File: config.mk
export PLATFORM = sky130hd
export DESIGN_NAME = cpu_ctl_decode
export DESIGN_NICKNAME = d
export VERILOG_FILES = /design/src/rtl/ctl_pkg.sv /design/src/rtl/ctl_main_dec.sv /design/src/rtl/ctl_alu_dec.sv /design/src/rtl/cpu_ctl_decode.sv
export SDC_FILE = /design/constraint.sdc
export NUM_CORES = 1
export LEC_CHECK = 0
export ABC_AREA = 1
export BUFFER_PORTS_ARGS = -buffer_cell sky130_fd_sc_hd__buf_4
export CORE_AREA = 10 10 47 49
export DETAILED_ROUTE_END_ITERATION = 10
export DIE_AREA = 0 0 57 59
export PLACE_DENSITY = 0.47
export SLEW_MARGIN = 20
export SYNTH_ARGS = -nofsm -noshare
export SYNTH_HDL_FRONTEND = slang
export SYNTH_HIERARCHICAL = 1
export SYNTH_SLANG_ARGS = --single-unit
File: constraint.sdc
create_clock -name vclk -period 0.8
set_clock_uncertainty 0.05 [all_clocks]
set_input_delay 0.04 -clock vclk [all_inputs]
set_output_delay 0.04 -clock vclk [all_outputs]
set_load 0.01 [all_outputs]
File: src/rtl/ctl_pkg.sv
package ctl_pkg;

    parameter int OPC_W = 6;
    parameter int FN_W  = 6;
    parameter int SEL_W = 3;
    parameter int CLS_W = 3;
    localparam int FN_LO_W = 4;

    localparam logic [OPC_W-1:0] OPC_REG   = 6'b000000;
    localparam logic [OPC_W-1:0] OPC_ORI   = 6'b001101;
    localparam logic [OPC_W-1:0] OPC_LOAD  = 6'b100011;
    localparam logic [OPC_W-1:0] OPC_STORE = 6'b101011;
    localparam logic [OPC_W-1:0] OPC_BEQ   = 6'b000100;
    localparam logic [OPC_W-1:0] OPC_JUMP  = 6'b000010;

    // intermediate ALU class produced by the opcode stage
    typedef enum logic [CLS_W-1:0] {
        CLS_ADD = 3'b000,
        CLS_SUB = 3'b001,
        CLS_OR  = 3'b010,
        CLS_FN  = 3'b100
    } alu_cls_e;

    // final ALU select
    typedef enum logic [SEL_W-1:0] {
        SEL_AND = 3'b000,
        SEL_OR  = 3'b001,
        SEL_ADD = 3'b010,
        SEL_SUB = 3'b110,
        SEL_SLT = 3'b111
    } alu_sel_e;

    typedef struct packed {
        logic     dest_is_rd;
        logic     opnd_b_imm;
        logic     wb_from_mem;
        logic     rf_we;
        logic     dmem_we;
        logic     br_eq;
        logic     jump;
        logic     imm_sext;
        alu_cls_e cls;
    } dp_ctl_t;

    localparam dp_ctl_t CTL_IDLE = '{
        dest_is_rd: 1'b0, opnd_b_imm: 1'b0, wb_from_mem: 1'b0, rf_we: 1'b0,
        dmem_we: 1'b0, br_eq: 1'b0, jump: 1'b0, imm_sext: 1'b0, cls: CLS_ADD
    };

    function automatic alu_sel_e fn_to_sel(input logic [FN_LO_W-1:0] fn);
        alu_sel_e s;
        case (fn)
            4'b0000: s = SEL_ADD;
            4'b0010: s = SEL_SUB;
            4'b0100: s = SEL_AND;
            4'b0101: s = SEL_OR;
            4'b1010: s = SEL_SLT;
            default: s = SEL_ADD;
        endcase
        return s;
    endfunction

    function automatic alu_sel_e cls_to_sel(input alu_cls_e c);
        alu_sel_e s;
        if (c[0])      s = SEL_SUB;
        else if (c[1]) s = SEL_OR;
        else           s = SEL_ADD;
        return s;
    endfunction

endpackage

File: src/rtl/ctl_main_dec.sv
module ctl_main_dec
    import ctl_pkg::*;
(
    input  logic [OPC_W-1:0] opcode_i,
    output dp_ctl_t          ctl_o
);
    always_comb begin
        ctl_o = CTL_IDLE;
        case (opcode_i)
            OPC_REG: begin
                ctl_o.dest_is_rd = 1'b1;
                ctl_o.rf_we      = 1'b1;
                ctl_o.cls        = CLS_FN;
            end
            OPC_ORI: begin
                ctl_o.opnd_b_imm = 1'b1;
                ctl_o.rf_we      = 1'b1;
                ctl_o.cls        = CLS_OR;
            end
            OPC_LOAD: begin
                ctl_o.opnd_b_imm  = 1'b1;
                ctl_o.wb_from_mem = 1'b1;
                ctl_o.rf_we       = 1'b1;
                ctl_o.imm_sext    = 1'b1;
                ctl_o.cls         = CLS_ADD;
            end
            OPC_STORE: begin
                ctl_o.opnd_b_imm = 1'b1;
                ctl_o.dmem_we    = 1'b1;
                ctl_o.imm_sext   = 1'b1;
                ctl_o.cls        = CLS_ADD;
            end
            OPC_BEQ: begin
                ctl_o.br_eq = 1'b1;
                ctl_o.cls   = CLS_SUB;
            end
            OPC_JUMP: begin
                ctl_o.jump = 1'b1;
            end
            default: ctl_o = CTL_IDLE;
        endcase
    end
endmodule

File: src/rtl/ctl_alu_dec.sv
module ctl_alu_dec
    import ctl_pkg::*;
(
    input  alu_cls_e           cls_i,
    input  logic [FN_LO_W-1:0] fn_lo_i,
    output alu_sel_e           sel_o
);
    always_comb begin
        if (cls_i[CLS_W-1]) sel_o = fn_to_sel(fn_lo_i);
        else                sel_o = cls_to_sel(cls_i);
    end
endmodule

File: src/rtl/cpu_ctl_decode.sv
module cpu_ctl_decode
    import ctl_pkg::*;
(
    input  logic [OPC_W-1:0] opcode_i,
    input  logic [FN_W-1:0]  funct_i,
    output logic             dest_is_rd_o,
    output logic             opnd_b_imm_o,
    output logic             wb_from_mem_o,
    output logic             rf_we_o,
    output logic             dmem_we_o,
    output logic             br_eq_o,
    output logic             jump_o,
    output logic             imm_sext_o,
    output logic [SEL_W-1:0] alu_sel_o
);
    dp_ctl_t  ctl;
    alu_sel_e sel;
    logic     unused_fn_hi;

    assign unused_fn_hi = ^funct_i[FN_W-1:FN_LO_W];

    ctl_main_dec i_main (
        .opcode_i (opcode_i),
        .ctl_o    (ctl)
    );

    ctl_alu_dec i_alu (
        .cls_i   (ctl.cls),
        .fn_lo_i (funct_i[FN_LO_W-1:0]),
        .sel_o   (sel)
    );

    assign dest_is_rd_o  = ctl.dest_is_rd;
    assign opnd_b_imm_o  = ctl.opnd_b_imm;
    assign wb_from_mem_o = ctl.wb_from_mem;
    assign rf_we_o       = ctl.rf_we;
    assign dmem_we_o     = ctl.dmem_we;
    assign br_eq_o       = ctl.br_eq;
    assign jump_o        = ctl.jump;
    assign imm_sext_o    = ctl.imm_sext;
    assign alu_sel_o     = sel;
endmodule

### Yosys cells after proc, flatten, opt, wreduce, memory -nomap -nowiden

Index checks and enable logic that the tools add are counted.

* register bits after elaboration: 0
* input bits: 12
* output and inout bits: 11

* eq/ne operators: 9
* multiplexer cells: 13
* reduce and logical (&&, ||, !) cells: 4

Operators with widths (number)
* $eq A6 B6 Y1 const B: 2
* $pmux W3 S4: 1
* $pmux W3 S3: 1
* $eq A4 B3 Y1 const B: 2
* $mux W1: 8
* $eq A6 B2 Y1 const B: 1
* $eq A6 B3 Y1 const B: 1
* $eq A6 B4 Y1 const B: 1
* $logic_not A6 Y1: 1
* $mux W3: 2
* $reduce_or A3 Y1: 2
* $eq A4 B2 Y1 const B: 1
* $eq A4 B4 Y1 const B: 1
* $mux W2: 1
* $reduce_or A2 Y1: 1

### Logic depth before layout (Yosys ltp)

* depth after elaboration: 5
* mapped depth: 8
* mapped depth without buffers: 8

### By module

The synthesis kept the hierarchy.

Modules (own cells, without submodules)
* ctl_main_dec: times used 1, cells each 29, area an instance 128.9 µm²
* ctl_alu_dec: times used 1, cells each 23, area an instance 100.1 µm²

### Least setup slack after synthesis

Ideal clock, no wire load.

* kind: input to output
* start point: input port opcode_i[5]
* end point: output port alu_sel_o[2]
* data arrival time: 0.794 ns
* required time: 0.710 ns
* setup slack: -0.084 ns
* stages: 5
* buffers on the path: 0
* cell sequence: nor2_2 nand2_1 nor3_1 inv_1 o21ai_0

RTL lines
* start: declaration: RTL line cpu_ctl_decode.sv:4 `input logic [OPC_W-1:0] opcode_i,`
* end: declaration: RTL line cpu_ctl_decode.sv:14 `output logic [SEL_W-1:0] alu_sel_o`

==> results.md <==
* Wire length of the first global-routing pass at 1.683 mm
* HPWL Detailed at around 810 µm
* Final TNS setup at -0.4727 ns
* Via Count at 404
* Die X at 57 µm
* RSZ-0062 raised after global routing: yes
* Antenna violations before repair at 0
* Largest fanout on the critical path at 4
* WP data required at ~0.71 ns
* Clock buffer count in the final layout at 0
* Hold-fix buffers at CTS at 0
* Maximum number of pins on one net before global-route repair at 7
* Count of inserted antenna diode cells at 0
* Remaining antenna violation count at 0
* Core outline area at 1401 µm²
* Worst setup margin at -0.1469 ns
* Total non-filler cell area in the finished layout at 613.1 µm²
* Post-route DRC at 0
* Critical path class: in2out
* Synth warnings at 6
* IO Pins at 23
* Layout cell share with drive strength beyond 1 at 0.6420
* Number of detailed-route iterations in the first pass at 2
* Leading cell types by total area after synthesis: sky130_fd_sc_hd__inv_1, sky130_fd_sc_hd__nand2_1, sky130_fd_sc_hd__nand3_1
* Vias per cell at 4.165
* GR Overflow Total at 0
* Global-route total usage across every layer at 0.05488
* Net count after synthesis at 64
* Area after DPL at between 400 and 500 µm²
* WL final at 986 µm
* Fraction of post-synthesis cell area in the top cell type by area at 0.2295
* Violated checks: negative setup slack
* Hold endpoint: dmem_we_o
* Num sequential at 0
* Unique masters post-synth at 11
* DR WL/cell at between 10 and 15 µm
* Transition time at the pin with the least slew margin at around 0.18 ns
* Initial core utilization at 0.1634
* Min Tclk post-route at 0.9469 ns
* Vertical die dimension at 59 µm
* Maximum resistive drop on vdd at around 0.16 mV
* P_leak at 0.3423 nW
* Setup crit start kind: primary input
* Gate count after technology mapping at 52
* Maximum frequency from static timing analysis at about 1100 MHz
* Final nets at 95
* Iter 0 DRT Violations at 1
* Number of stages on the worst hold path at 4
* Mean Syn Cell Area at ~4.4 µm²
* Number of cell rows at 14
* Endpoint class of the critical path: output port
* Final setup viols at 5
* Hold wc startpoint: opcode_i[3]
* Port Buffer Count at 21
* Die area at roughly 3400 µm²
* Final weighted congestion in routability-driven placement at 0.7386
* Areal power density over the cells at 323.8 nW/µm²
* Sequential cell area in the final layout at 0 µm²
* Status: finished with violations
* Max-capacitance violation count at 0
* Via count of the first global-routing pass at roughly 420
* Post-synth top area cell: sky130_fd_sc_hd__inv_1
* Share of the cycle needed by the critical path after routing at 1.184
* Number of failing hold endpoints at the final stage at 0
* Sequential element share of the synthesized area at 0
* Combined area of all synthesized cells at ~230 µm²
* Class of the worst hold path: in2out
* Crit path arrival time at about 0.86 ns
* Layout overhead on the synthesized area at 167.8%
* Max-slew violations at 0
* Normalized max-slew margin at 0.8809
-- power by group --
| group | switching, mW | leakage, nW | internal [mW] |
|---|---|---|---|
| sequential | 0 | 0 | 0 |
| combinational | 0.0916 | 0.342 | 0.107 |
| clock | 0 | 0 | 0 |
| total | 0.0916 | 0.342 | 0.107 |
-- synthesized netlist by cell type --
master,count
sky130_fd_sc_hd__nand4_1,1
sky130_fd_sc_hd__nand3b_1,1
sky130_fd_sc_hd__nor3_2,1
sky130_fd_sc_hd__nor3_1,2
sky130_fd_sc_hd__nor2_2,2
sky130_fd_sc_hd__inv_1,14
sky130_fd_sc_hd__nor3b_1,1
sky130_fd_sc_hd__o21ai_0,1
sky130_fd_sc_hd__nand3_1,7
sky130_fd_sc_hd__nand2_1,14
sky130_fd_sc_hd__nor2_1,8
-- layout make-up --
type                       instances  area (µm²)
inverter                          14       57.56
tap                               16       20.02
timing repair buffer              29       277.8
fill                             151       788.3
multi-input combinational         38       257.7
-- critical path, cell delays in order --
cell                      delay, ns
sky130_fd_sc_hd__buf_6         0.10
sky130_fd_sc_hd__nor2_4        0.13
sky130_fd_sc_hd__nand2_2       0.09
sky130_fd_sc_hd__nor3_4        0.18
sky130_fd_sc_hd__nor3_2        0.07
sky130_fd_sc_hd__inv_1         0.06
sky130_fd_sc_hd__nand3_2       0.06
sky130_fd_sc_hd__buf_6         0.12
-- cells in the final DEF, fill, tap and decap left out --
cell type	instances
sky130_fd_sc_hd__inv_4	2
sky130_fd_sc_hd__nand2_2	5
sky130_fd_sc_hd__buf_4	15
sky130_fd_sc_hd__nor3_2	2
sky130_fd_sc_hd__nand3_2	5
sky130_fd_sc_hd__nand3b_1	1
sky130_fd_sc_hd__o21ai_1	1
sky130_fd_sc_hd__nor3b_2	1
sky130_fd_sc_hd__nand3_1	2
sky130_fd_sc_hd__nor2_2	2
sky130_fd_sc_hd__nand2_1	9
sky130_fd_sc_hd__nor2_1	5
sky130_fd_sc_hd__nor2_4	3
sky130_fd_sc_hd__buf_6	12
sky130_fd_sc_hd__nor3_4	1
sky130_fd_sc_hd__inv_2	2
sky130_fd_sc_hd__buf_8	2
sky130_fd_sc_hd__nand4_1	1
sky130_fd_sc_hd__inv_1	10
-- worst max path at each step --
| stage | endpoint | startpoint | slack, ns | cells past startpoint |
|---|---|---|---|---|
| 3_5_place_dp | alu_sel_o[1] | opcode_i[5] | -0.27 | 8 |
| 2_1_floorplan | alu_sel_o[1] | opcode_i[5] | 0.04 | 5 |
| 5_1_grt | alu_sel_o[0] | opcode_i[5] | -0.25 | 9 |
| 6_report | alu_sel_o[0] | opcode_i[5] | -0.15 | 8 |
| 4_1_cts | alu_sel_o[0] | opcode_i[4] | -0.18 | 9 |
| 3_3_place_gp | alu_sel_o[1] | opcode_i[5] | -0.28 | 8 |
-- repair_timing --
item                       CTS  global route
gates cloned                 0             0
buffers inserted             1             2
gates resized for setup     16            25
setup endpoints to repair    8            11
pin swaps                    6            10
-- cells by family (layout without fill, tap and decap cells) --
kind of cell           Yosys count  in the layout  share of synthesized area
AND/OR/NAND/NOR                 37             37                     0.7487
buffers and inverters           14             43                     0.2295
AO/OA/AOI/OAI                    1              1                    0.02184
-- metal layers --
metal	routed length, µm	GRT usage	vias to the layer above
met5	0	0	-
met4	0	0	0
met3	90	0.01931	0
met2	477	0.1039	15
met1	418	0.06057	171
li1	-	-	218
-- per-stage QoR --
stage / instances / util / setup slack [ns] / total power [mW] / hold WS, ns
floorplan: 52 / - / 0.03727 / 0.05042 / 0.08030
global placement: 97 / 0.3366 / -0.2791 / 0.1449 / 0.3611
detailed placement: 97 / 0.3366 / -0.2672 / 0.1439 / 0.3579
CTS: 97 / 0.3777 / -0.1770 / 0.1659 / 0.3709
global route: 97 / 0.4375 / -0.2479 / 0.2158 / 0.3731
finish: 97 / 0.4375 / -0.1469 / 0.1985 / 0.3479
(Power assumes the default switching activity.)
